**src/rtl/adcbus_pkg.sv**
```systemverilog
package adcbus_pkg;
    typedef enum logic [1:0] {
        SLOT_STAT = 2'd0,
        SLOT_HIGH = 2'd1,
        SLOT_LOW  = 2'd2
    } slot_e;
endpackage

```
**src/rtl/adcbus_decode.sv**
```systemverilog
module adcbus_decode (
    input  logic cs,
    input  logic ce_n,
    input  logic rd_n,
    input  logic wr_n,
    output logic rd_act,
    output logic wr_act
);
    logic sel;
    always_comb begin
        sel    = cs & ~ce_n;
        rd_act = sel & ~rd_n;
        wr_act = sel & ~wr_n;
    end
endmodule

```
**src/rtl/adcbus_start.sv**
```systemverilog
module adcbus_start (
    input  logic clk,
    input  logic rst_n,
    input  logic wr_act,
    input  logic cont_mode,
    input  logic conv_busy,
    output logic conv_start
);
    typedef struct packed {
        logic wr_seen;
        logic start;
    } st_t;

    st_t s_d, s_q;

    always_comb begin
        s_d         = s_q;
        s_d.wr_seen = wr_act;
        s_d.start   = wr_act & ~s_q.wr_seen & ~cont_mode & ~conv_busy;
    end

    always_ff @(posedge clk or negedge rst_n) begin
        if (!rst_n) s_q <= '0;
        else        s_q <= s_d;
    end

    assign conv_start = s_q.start;
endmodule

```
**src/rtl/adcbus_latch.sv**
```systemverilog
module adcbus_latch #(
    parameter int MAG_W = 15
) (
    input  logic             clk,
    input  logic             rst_n,
    input  logic             res_valid,
    input  logic [MAG_W-1:0] res_mag,
    input  logic             res_neg,
    input  logic             res_ovr,
    input  logic             rd_act,
    output logic [MAG_W-1:0] lat_mag,
    output logic             lat_neg,
    output logic             lat_ovr,
    output logic             load
);
    typedef struct packed {
        logic             pend;
        logic [MAG_W-1:0] p_mag;
        logic             p_neg;
        logic             p_ovr;
        logic [MAG_W-1:0] mag;
        logic             neg;
        logic             ovr;
    } lt_t;

    lt_t l_d, l_q;

    always_comb begin
        l_d  = l_q;
        load = (res_valid | l_q.pend) & ~rd_act;
        if (res_valid) begin
            l_d.pend  = 1'b1;
            l_d.p_mag = res_mag;
            l_d.p_neg = res_neg;
            l_d.p_ovr = res_ovr;
        end
        if (load) begin
            l_d.pend = 1'b0;
            l_d.mag  = l_d.p_mag;
            l_d.neg  = l_d.p_neg;
            l_d.ovr  = l_d.p_ovr;
        end
    end

    always_ff @(posedge clk or negedge rst_n) begin
        if (!rst_n) l_q <= '0;
        else        l_q <= l_d;
    end

    assign lat_mag = l_q.mag;
    assign lat_neg = l_q.neg;
    assign lat_ovr = l_q.ovr;
endmodule

```
**src/rtl/adcbus_mux.sv**
```systemverilog
module adcbus_mux #(
    parameter int MAG_W = 15,
    parameter int BUS_W = 8
) (
    input  logic             clk,
    input  logic             rst_n,
    input  logic             rd_act,
    input  logic             cont_mode,
    input  logic             byte_hi,
    input  logic             ovr_sel,
    input  logic             load,
    input  logic [MAG_W-1:0] lat_mag,
    input  logic             lat_neg,
    input  logic             lat_ovr,
    output logic [BUS_W-1:0] db_out,
    output logic             db_oe,
    output logic [1:0]       seq_o
);
    import adcbus_pkg::*;

    localparam int HI_W = MAG_W - BUS_W;

    typedef struct packed {
        logic  rd_seen;
        slot_e seq;
    } mx_t;

    mx_t m_d, m_q;
    logic [BUS_W-1:0] lo_byte, hi_byte, hi_plain, stat_byte, pick;

    always_comb begin
        m_d         = m_q;
        m_d.rd_seen = rd_act;
        if (load) begin
            m_d.seq = SLOT_STAT;
        end else if (cont_mode && m_q.rd_seen && !rd_act) begin
            case (m_q.seq)
                SLOT_STAT: m_d.seq = SLOT_HIGH;
                SLOT_HIGH: m_d.seq = SLOT_LOW;
                default:   m_d.seq = SLOT_STAT;
            endcase
        end
    end

    always_ff @(posedge clk or negedge rst_n) begin
        if (!rst_n) m_q <= '{rd_seen: 1'b0, seq: SLOT_STAT};
        else        m_q <= m_d;
    end

    always_comb begin
        lo_byte   = lat_mag[BUS_W-1:0];
        hi_byte   = {(ovr_sel ? lat_ovr : lat_neg), lat_mag[MAG_W-1 -: HI_W]};
        hi_plain  = {1'b0, lat_mag[MAG_W-1 -: HI_W]};
        stat_byte = {lat_neg, lat_ovr, {(BUS_W-2){1'b0}}};
        if (cont_mode) begin
            case (m_q.seq)
                SLOT_STAT: pick = stat_byte;
                SLOT_HIGH: pick = hi_plain;
                default:   pick = lo_byte;
            endcase
        end else begin
            pick = byte_hi ? hi_byte : lo_byte;
        end
        db_oe  = rd_act;
        db_out = rd_act ? pick : '0;
    end

    assign seq_o = m_q.seq;
endmodule

```
**src/rtl/adc_bus_if.sv**
```systemverilog
module adc_bus_if #(
    parameter int MAG_W = 15,
    parameter int BUS_W = 8
) (
    input  logic             clk,
    input  logic             rst_n,
    input  logic             cs,
    input  logic             ce_n,
    input  logic             rd_n,
    input  logic             wr_n,
    input  logic             cont_mode,
    input  logic             byte_hi,
    input  logic             ovr_sel,
    input  logic             conv_busy,
    input  logic             res_valid,
    input  logic [MAG_W-1:0] res_mag,
    input  logic             res_neg,
    input  logic             res_ovr,
    output logic [BUS_W-1:0] db_out,
    output logic             db_oe,
    output logic             conv_start
);
    logic             rd_act, wr_act, load, lat_neg, lat_ovr;
    logic [MAG_W-1:0] lat_mag;
    logic [1:0]       seq_w;

    adcbus_decode u_dec (
        .cs(cs), .ce_n(ce_n), .rd_n(rd_n), .wr_n(wr_n),
        .rd_act(rd_act), .wr_act(wr_act)
    );

    adcbus_start u_start (
        .clk(clk), .rst_n(rst_n), .wr_act(wr_act), .cont_mode(cont_mode),
        .conv_busy(conv_busy), .conv_start(conv_start)
    );

    adcbus_latch #(.MAG_W(MAG_W)) u_lat (
        .clk(clk), .rst_n(rst_n), .res_valid(res_valid), .res_mag(res_mag),
        .res_neg(res_neg), .res_ovr(res_ovr), .rd_act(rd_act),
        .lat_mag(lat_mag), .lat_neg(lat_neg), .lat_ovr(lat_ovr), .load(load)
    );

    adcbus_mux #(.MAG_W(MAG_W), .BUS_W(BUS_W)) u_mux (
        .clk(clk), .rst_n(rst_n), .rd_act(rd_act), .cont_mode(cont_mode),
        .byte_hi(byte_hi), .ovr_sel(ovr_sel), .load(load),
        .lat_mag(lat_mag), .lat_neg(lat_neg), .lat_ovr(lat_ovr),
        .db_out(db_out), .db_oe(db_oe), .seq_o(seq_w)
    );
endmodule

```
**config.mk**
```make
export PLATFORM = sky130hd
export DESIGN_NAME = adc_bus_if
export DESIGN_NICKNAME = d
export VERILOG_FILES = /design/src/rtl/adcbus_pkg.sv /design/src/rtl/adcbus_decode.sv /design/src/rtl/adcbus_start.sv /design/src/rtl/adcbus_latch.sv /design/src/rtl/adcbus_mux.sv /design/src/rtl/adc_bus_if.sv
export SDC_FILE = /design/constraint.sdc
export NUM_CORES = 1
export LEC_CHECK = 0
export BUFFER_PORTS_ARGS = -buffer_cell sky130_fd_sc_hd__buf_2
export CORE_MARGIN = 10
export CORE_UTILIZATION = 60
export CTS_BUF_LIST = sky130_fd_sc_hd__clkbuf_4
export DETAILED_ROUTE_END_ITERATION = 7
export PLACE_DENSITY = 0.95
export SETUP_SLACK_MARGIN = 0.5
export SLEW_MARGIN = 20
export SYNTH_ARGS = -nofsm -noshare
export SYNTH_HDL_FRONTEND = slang
export SYNTH_SLANG_ARGS = --single-unit
export TNS_END_PERCENT = 10
```
**constraint.sdc**
```tcl
create_clock -name clk -period 2.65 [get_ports clk]
set_clock_uncertainty 0.2 [all_clocks]
set_input_delay 0.6625 -clock clk [delete_from_list [all_inputs] [get_ports clk]]
set_output_delay 0.6625 -clock clk [all_outputs]
set_load 0.005 [all_outputs]
```
==> impl_results.md, run 1 <==
* Vias in the first global route at 1371
* CTS tree: yes
* PortBufs at 37
* FP Rows at 20
* Initial Utilization at 61.2%
* P&R area growth vs syn at 16.0%
* Gpl congestion at 0.781
* First-pass GRT wire length at 6.51 mm
* Fillers at 210
* Synth Area per Inst at 14.7 um^2
* Top Ports at 38
* Routed len/inst at 21.0 um
* Netlist cell types at 26
* Worst Hold Class: primary input to async pin
* Pwr Density at 594 nW/um^2
* Fin nets at 193
* Core area at 3000 um^2
* Total GRT Usage at 15.4%
* GRT overflow at 0
* WHS at 226 ps
* CTS Buf Count at 5
* Critical path class: primary input to output pin
* Worst Max-Slew Pin Slew at 863 ps
* Share of cells above drive strength 1 at 57.2%
* Status: finished, final reports clean
* Worst VDD drop at 0.445 mV
* Hold Buf Count CTS at 0
* Maximum clock frequency at 387 MHz
* DRT iter0 DRCs at 55
* Initial antenna violation count at 0
* Vias per Instance at 6.16
* Final TNS setup at 0 ps
* H-Tree Depth at 2
* Routed Antenna Nets at 0
* CP endpoint kind: output pin
* Largest net degree at the start of global routing at 41
* Final slew viol count at 0
* Leading area contributor after synthesis: dfrtp_1
* Top cells by area, synth: dfrtp_1 (54%), mux2_2 (15%), mux2_4 (8.2%)
* N_diodes at 0
* Period utilization at 97.6%
* Critical Path AT at 1720 ps
* Vias at 1225
* Clock transition at path regs at 110 ps
* Post-Syn Nets at 153
* Root buffer cell: clkbuf_4
* R2r setup slk at 910 ps
* Max-cap viol count at 0
* Chip width at 75.4 um
* Final Hold Fails at 0
* Setup ws final at 64.5 ps
* RSZ-0062 raised after global routing: yes
* CTS max path bufs at 2
* CP Launch Type: primary input
* DRC viols at 0
* Flops & latches, synth at 40
* Min Tclk post-route at 2590 ps
* Num Clock Sinks at 40
* Crit-path max FO at 11
* Post-synthesis cell count at 125
* Synth top area share at 54.4%
* Worst slew margin relative to its limit at 42.4%
* Worst skew pair latency at 330 ps
* Die height at 75.4 um
* Detailed-route wire length at 4.18 mm
* First-pass detailed-route iteration total at 4
* Place WS at 11.9 ps
* LEAKAGE at 0.000992 uW
* Worst Path Required at 1790 ps
* Die area at 5680 um^2
* YS warnings at 0
* Mapped Area at 1840 um^2
* DP Wirelength at 2.93 mm
* Register area share after synthesis at 54.4%
* Setup violations, final at 0
==> final timing paths <==
| path | from | to | depth (start not counted) |
|---|---|---|---|
| max | rd_n | db_out[2] | 4 |
| min | rst_n | u_lat.l_q[27] | 1 |
| max reg2reg | u_lat.l_q[34] | u_lat.lat_mag[3] | 2 |
| min reg2reg | u_start.s_q[1] | u_start.conv_start | 1 |
| max in group asynchronous | rst_n | u_lat.lat_mag[10] | 1 |
| min in group clk | u_start.s_q[1] | u_start.conv_start | 1 |
==> cell usage in the layout (no fill, tap or decap) <==
cell and instances:
o2111ai_2 1, clkinv_1 1, nand2_1 1, nor2b_4 1, clkinv_4 1, a221oi_1 6
or3b_4 1, nor3b_1 2, nor4b_1 1, a32o_1 2, o31ai_2 1, clkbuf_4 8
buf_2 36, nor3_1 1, nor2_1 4, mux2i_1 8, mux2_2 25, o21ai_4 1
buf_4 3, clkinvlp_4 2, a21o_1 1, dfrtp_1 40, a211oi_2 4, a31oi_1 1
nand2b_1 1, a221oi_2 1, a211oi_1 2, mux2_4 10
==> metrics by stage <==
stage | power, uW | instance area (um^2) | instances | util (%)
after floorplan | 889 | 1850 | 125 | -
after CTS | 1270 | 2110 | 199 | 70.3
final | 1270 | 2130 | 199 | 71.0
after detailed placement | 963 | 2020 | 189 | 67.3
after global routing | 1330 | 2130 | 199 | 71.0
after global placement | 941 | 2020 | 189 | 67.3
==> critical path, stage by stage <==
cell	delay [ps]
buf_2	90
or3b_4	500
a211oi_2	270
buf_2	180
==> cell families (layout without fill, tap and decap cells) <==
logic type	Yosys count	count (layout)	synth area share, %
mux	43	43	27.8
compound gates	20	20	9.39
simple gates	12	12	3.88
flops	40	40	54.4
buf+inv	10	51	4.49
==> power breakdown <==
part	internal, uW	leakage (uW)	switching, uW
clock	123	0.0000338	178
combinational	127	0.000478	100
sequential	684	0.000481	54.9
==> synth_stat cells <==
| cell | count |
|---|---|
| buf_12 | 1 |
| o21ai_4 | 1 |
| clkinv_4 | 1 |
| buf_6 | 3 |
| a221oi_1 | 7 |
| a31oi_1 | 1 |
| clkbuf_1 | 3 |
| nand2b_1 | 1 |
| mux2_4 | 10 |
| mux2i_1 | 8 |
| nor2_1 | 4 |
| dfrtp_1 | 40 |
| nand2_1 | 1 |
| mux2_2 | 25 |
| clkbuf_2 | 1 |
| nor3_1 | 1 |
| a211oi_1 | 6 |
| o31ai_1 | 1 |
| or3b_4 | 1 |
| nor2b_1 | 1 |
| nor4b_1 | 1 |
| o2111ai_1 | 1 |
| a21o_1 | 1 |
| a32o_1 | 2 |
| nor3b_1 | 2 |
| inv_1 | 1 |
==> per-layer routing <==
metal | track usage (%) | share of wire [%]
met2 | 26.9 | 52
met1 | 16.6 | 40
met3 | 4.56 | 6.5
met4 | 7.42 | 2.2
met5 | 0 | 0
==> repair_timing <==
action                                  4_1_cts  5_1_grt
resized for setup                             5        5
endpoints found under the setup margin        9        9
endpoints found under the hold margin         0        0
buffers inserted                              1        0
cloned                                        1        0
pin swaps                                     0        0
==> state kept, by name, indices dropped and copies added (netlist names) <==
signal	count
u_start.s_q	1
u_lat.lat_ovr	1
u_lat.lat_neg	1
u_mux.seq_o	2
u_lat.lat_mag	15
u_lat.l_q	18
u_start.conv_start	1
u_mux.m_q	1
==> cell type report <==
| cell class | instances | area, um^2 | area share, % |
|---|---|---|---|
| Sequential cell | 40 | 1000 | 46.9 |
| Inverter | 2 | 16.3 | 0.762 |
| Multi-Input combinational cell | 75 | 801 | 37.5 |
| Clock inverter | 1 | 3.75 | 0.176 |
| Timing Repair inverter | 1 | 7.51 | 0.352 |
| Timing Repair Buffer | 40 | 210 | 9.85 |
| Clock buffer | 7 | 52.6 | 2.46 |
| Tap cell | 33 | 41.3 | 1.94 |
Note: power is estimated with default switching activity, not from simulation.
==> run 2, diff against run 1 <==
Settings changed: CAP_MARGIN set to 10, CORE_ASPECT_RATIO set to 1.5, CORE_UTILIZATION 60 to 30, PLACE_DENSITY 0.95 to 0.6.
==> run 2 against run 1 <==
Sequential cell count is the same. Clock power grew 2%. Highest routed layer unchanged. Non-clock buffer count up 7. Hold slack worse by 160 ps. Critical endpoint is now db_out[6]. Fmax grew 4.2%. Via count up 0.90%. Critical path type unchanged.
==> impl_results.md, run 2 (synthesis gave the netlist of run 1 again) <==
* Status: finished, final reports clean
* Total GRT Usage at 8.63%
* Top Ports at 38
* Clock transition at path regs at 110 ps
* Worst Reg-to-Reg Cells at 3
* Maximum clock frequency at 403 MHz
* Share of cells above drive strength 1 at 58.0%
* Final slew viol count at 0
* DP Wirelength at 2.89 mm
* CTS tree: yes
* Die height at 116 um
* PortBufs at 37
* Worst Path Required at 1790 ps
* H-Tree Depth at 2
* Fin nets at 201
* Sequential share of power at 57.4%
* P&R area growth vs syn at 24.4%
* Initial antenna violation count at 0
* Core area at 5870 um^2
* Hold Buf Count CTS at 0
* CTS max path bufs at 2
* Worst Hold Class: primary input to async pin
* CTS Buf Count at 5
* Worst r2r src: u_lat.l_q[34]
* Final Hold Fails at 0
* Setup violations, final at 0
* Largest net degree at the start of global routing at 41
* Leading cell type in the layout, fill and taps excluded: dfrtp_1
* N_diodes at 0
* Worst skew pair latency at 340 ps
* Sw Share at 26.1%
* Most frequent cells in the layout: dfrtp_1 (40), buf_2 (34), mux2_2 (25)
* R2r setup slk at 1200 ps
* Critical path class: primary input to output pin
* Root buffer cell: clkbuf_4
* Crit-path max FO at 5
* Clock power share at 24.1%
* Power share of the combinational group at 18.5%
* Most flops, register: u_lat.l_q
* Vias in the first global route at 1314
* Initial Utilization at 31.3%
* Worst flop-to-flop path endpoint: u_lat.lat_mag[14]
* Final TNS setup at 0 ps
* WHS at 62.8 ps
* Critical Path AT at 1620 ps
* Detailed-route wire length at 4.30 mm
* Max-cap viol count at 0
* P_sw at 334 uW
* LEAKAGE at 0.00104 uW
* RSZ-0062 raised after global routing: yes
* First-pass GRT wire length at 6.80 mm
* Num Clock Sinks at 40
* Period utilization at 93.6%
* Worst slew margin relative to its limit at 67.6%
* Gpl congestion at 0.784
* DRT iter0 DRCs at 68
* Vias at 1236
* Worst Max-Slew Pin Slew at 485 ps
* Chip width at 83.9 um
* Routed Antenna Nets at 0
* Overall power at 1280 uW
* Vias per Instance at 5.02
* CP endpoint kind: output pin
* Routed len/inst at 17.5 um
* Pwr Density at 560 nW/um^2
* CP Launch Type: primary input
* Core Util, Final at 39.0%
* First-pass detailed-route iteration total at 4
* Max FFs per register at 18
* Internal at 946 uW
* Min Tclk post-route at 2480 ps
* Die area at 9730 um^2
* FP Rows at 34
* Worst VDD drop at 0.324 mV
* DRC viols at 0
* GRT overflow at 0
run 2: timing repair:
item	in CTS	in global routing
endpoints found under the setup margin	9	9
setup buffers	2	3
gates cloned	1	1
hold endpoints to repair	0	0
resized for setup	9	7
pin swaps	2	2
run 2: how the worst max path moves through the flow:
stage	startpoint	endpoint	cells past startpoint
finish	rd_n	db_out[6]	6
global placement	rd_n	db_out[7]	4
CTS	ce_n	db_out[6]	4
global route	rd_n	db_out[6]	6
detailed placement	rd_n	db_out[6]	6
floorplan	rd_n	db_out[6]	3
run 2: layout make-up:
cell class,count,area (um^2)
inverter,2,16.3
timing repair inverter,1,7.51
sequential,40,1000
clock buffer,7,52.6
fill,590,3580
timing repair buffer,47,303
clock inverter,1,3.75
tap,72,90.1
multi-input combinational,76,813
run 2: power groups by stage:
| stage | combinational [uW] | clock [uW] | sequential, uW |
|---|---|---|---|
| 3_3_place_gp | 216 | 0 | 744 |
| 5_1_grt | 260 | 342 | 744 |
| 3_5_place_dp | 220 | 0 | 746 |
| 4_1_cts | 230 | 321 | 734 |
| 2_1_floorplan | 163 | 0 | 726 |
| 6_report | 237 | 308 | 735 |
run 2: per-stage QoR:
stage	setup WS, ps	cell area, um^2	std cells
after floorplan	347	1850	125
after global placement	109	2110	231
after detailed placement	108	2110	231
after CTS	151	2220	242
after global routing	135	2290	246
final	168	2290	246
run 2: critical path: stages:
cell and delay (ps):
buf_8 100, or3b_4 460, clkinv_4 80, o2111ai_4 80, o31ai_2 70, buf_2 150
run 2: metal layers:
layer / global-route usage [%] / wire [um]
met1: 10.0 / 1870
met2: 14.2 / 2130
met3: 2.67 / 201
met4: 4.03 / 95
met5: 0 / 0
==> run 3, diff against run 2 <==
Settings changed: ABC_AREA set to 1.
==> run 3 against run 2 <==
Clock power up 23%. Die area rose by 4.9%. Combinational power grew 22%. Cell count is 46% higher. Final area up 3.3%.
==> impl_results.md, run 3 <==
* Post-synthesis adder-cell area fraction at 0%
* GRT overflow at 0
* Root buffer cell: clkbuf_4
* Gpl congestion at 0.843
* First-pass detailed-route iteration total at 4
* Detailed-route wire length at 4.54 mm
* Worst VDD drop at 0.195 mV
* Leading area contributor after synthesis: dfrtp_1
* Top cells by count, synth: nand2_1 (92), dfrtp_1 (40), inv_1 (23)
* Most flops, register: u_lat.l_q
* Main synth FF type: dfrtp_1
* Worst skew pair latency at 350 ps
* Synth top area share at 51.2%
* Routed len/inst at 12.6 um
* Flops & latches, synth at 40
* Top Ports at 38
* Largest family of logic cells by synthesized area: simple AND/OR/NAND/NOR gates
* Xor and xnor area share after synthesis at 0%
* Critical path class: primary input to output pin
* Register area share after synthesis at 51.2%
* P&R area growth vs syn at 21.0%
* Total GRT Usage at 9.07%
* RSZ-0062 raised after global routing: yes
* Worst slew margin relative to its limit at 67.5%
* Leading cell type in the layout, fill and taps excluded: nand2_1
* Mapped Area at 1950 um^2
* Clock power share at 27.5%
* Min Tclk post-route at 2310 ps
* Vias per Instance at 4.32
* Top cells by area, synth: dfrtp_1 (51%), nand2_1 (18%), o21ai_2 (7.2%)
* Worst Path Required at 1790 ps
* Count leader, synth: nand2_1
* Num Clock Sinks at 40
* CTS tree: yes
* P_sw at 405 uW
* Number of synthesized flops with an enable pin at 0
* Power share of the combinational group at 20.8%
* FP Rows at 36
* LEAKAGE at 0.00122 uW
* Routed Antenna Nets at 0
* Post-synthesis cell count at 239
* Vias in the first global route at 1603
* Fin nets at 311
* DRC viols at 0
* CP Launch Type: primary input
* PortBufs at 37
* Crit-path max FO at 5
* Max-cap viol count at 0
* Status: finished, final reports clean
* Post-Syn Nets at 267
* Design Area, Final at 2360 um^2
* DRT iter0 DRCs at 127
* Sw Share at 29.3%
* Vias at 1554
* Die area at 10200 um^2
* CP endpoint kind: output pin
* Clock transition at path regs at 120 ps
* Netlist cell types at 22
* Worst Hold Class: primary input to async pin
* Max FFs per register at 18
* FF+latch area at 1000 um^2
* Multi-input gate area at 832 um^2
* Area of placed instances at 2180 um^2
* Synth Area per Inst at 8.17 um^2
* N_diodes at 0
* Most frequent cells in the layout: nand2_1 (91), dfrtp_1 (38), buf_2 (35)
* Final Hold Fails at 0
* Post-synthesis mux area share at 0%
* CTS Buf Count at 5
* Asr flop ratio synth at 100%
* Period utilization at 87.0%
* Share of cells above drive strength 1 at 31.7%
* Pwr Density at 584 nW/um^2
* Overall power at 1380 uW
* Largest net degree at the start of global routing at 41
* Synth Area in Simple Gates at 26.3%
* DP Wirelength at 3.31 mm
* Sequential share of power at 51.6%
* CTS max path bufs at 2
* Internal at 976 uW
* Chip width at 85.9 um
* Fillers at 668
* Final slew viol count at 0
* Die height at 119 um
* Initial antenna violation count at 0
* YS warnings at 0
* First-pass GRT wire length at 7.56 mm
* Initial Utilization at 30.5%
* Setup violations, final at 0
* Worst Max-Slew Pin Slew at 487 ps
* Synth Area in Compound Gates at 13.1%
* Critical Path AT at 1440 ps
* Core area at 6400 um^2
* Final TNS setup at 0 ps
* Maximum clock frequency at 434 MHz
* H-Tree Depth at 2
* Hold Buf Count CTS at 0
run 3: cell count changes in the layout (fill, tap and decap cells not counted), moves of 4 or more:
cell	previous run	this run
o21ai_1	0	4
o21ai_0	0	15
inv_1	0	21
mux2_4	10	0
mux2i_1	8	0
a211oi_1	4	0
a221oi_1	6	0
mux2_2	25	0
nor2_1	4	17
o21ai_2	0	17
nand2_1	1	91
run 3: layout make-up:
| cell class | instances | share of cell area [%] |
|---|---|---|
| clock buffer | 5 | 1.59 |
| clock inverter | 3 | 1.59 |
| inverter | 27 | 4.66 |
| multi-input combinational | 164 | 35.2 |
| sequential | 40 | 42.5 |
| tap | 76 | 4.02 |
| timing repair buffer | 43 | 9.95 |
| timing repair inverter | 2 | 0.529 |
run 3: worst paths after layout:
check	startpoint	endpoint	slack [ps]	cells past startpoint
worst max-delay path	rd_n	db_out[4]	340	7
worst min-delay path	rst_n	u_lat.lat_mag[14]	150	2
worst max register to register	u_lat.l_q[34]	u_lat.lat_mag[3]	1210	6
worst min register to register	u_start.s_q[1]	u_start.conv_start	200	1
max in group asynchronous	rst_n	u_mux.seq_o[0]	1740	2
min in group clk	u_start.s_q[1]	u_start.conv_start	200	1
run 3: power by group through the flow:
stage | sequential, uW | clock, uW | combinational (uW)
2_1_floorplan | 708 | 0 | 187
3_3_place_gp | 715 | 0 | 253
3_5_place_dp | 715 | 0 | 257
4_1_cts | 711 | 397 | 280
5_1_grt | 722 | 424 | 331
6_report | 713 | 380 | 288
run 3: logic make-up (layout without fill, tap and decap cells):
family / count (synthesis) / count (layout)
AO/OA/AOI/OAI: 39 / 39
AND/OR/NAND/NOR: 125 / 125
buffers and inverters: 35 / 80
flip-flops: 40 / 40
run 3: per-layer routing:
metal	global-route usage (%)	share of wire, %	wire length (um)	up-vias
li1	-	-	-	828
met1	9.98	41	1850	686
met2	15.2	52	2350	31
met3	2.18	4.6	207	9
met4	5.58	3.0	136	0
met5	0	0	0	-
run 3: per-stage QoR:
| step | hold WS, ps | setup slack, ps | util (%) | cells |
|---|---|---|---|---|
| detailed placement | 194 | 316 | 34.0 | 347 |
| CTS | 157 | 334 | 36.3 | 359 |
| global placement | 195 | 354 | 34.0 | 347 |
| floorplan | 167 | 545 | - | 239 |
| finish | 153 | 344 | 37.0 | 360 |
| global route | 182 | 245 | 37.0 | 360 |
run 3: worst max-delay path: stages:
cell        delay (ps)
buf_2               90
inv_1               80
nand3_4            100
clkinvlp_2         170
o21ai_0            110
nor2_1             100
buf_2              120
run 3: timing repair:
action	in CTS	in global routing
gates cloned	1	1
gates resized for setup	16	12
pin swaps	5	3
setup endpoints to repair	9	9
setup buffers	3	0
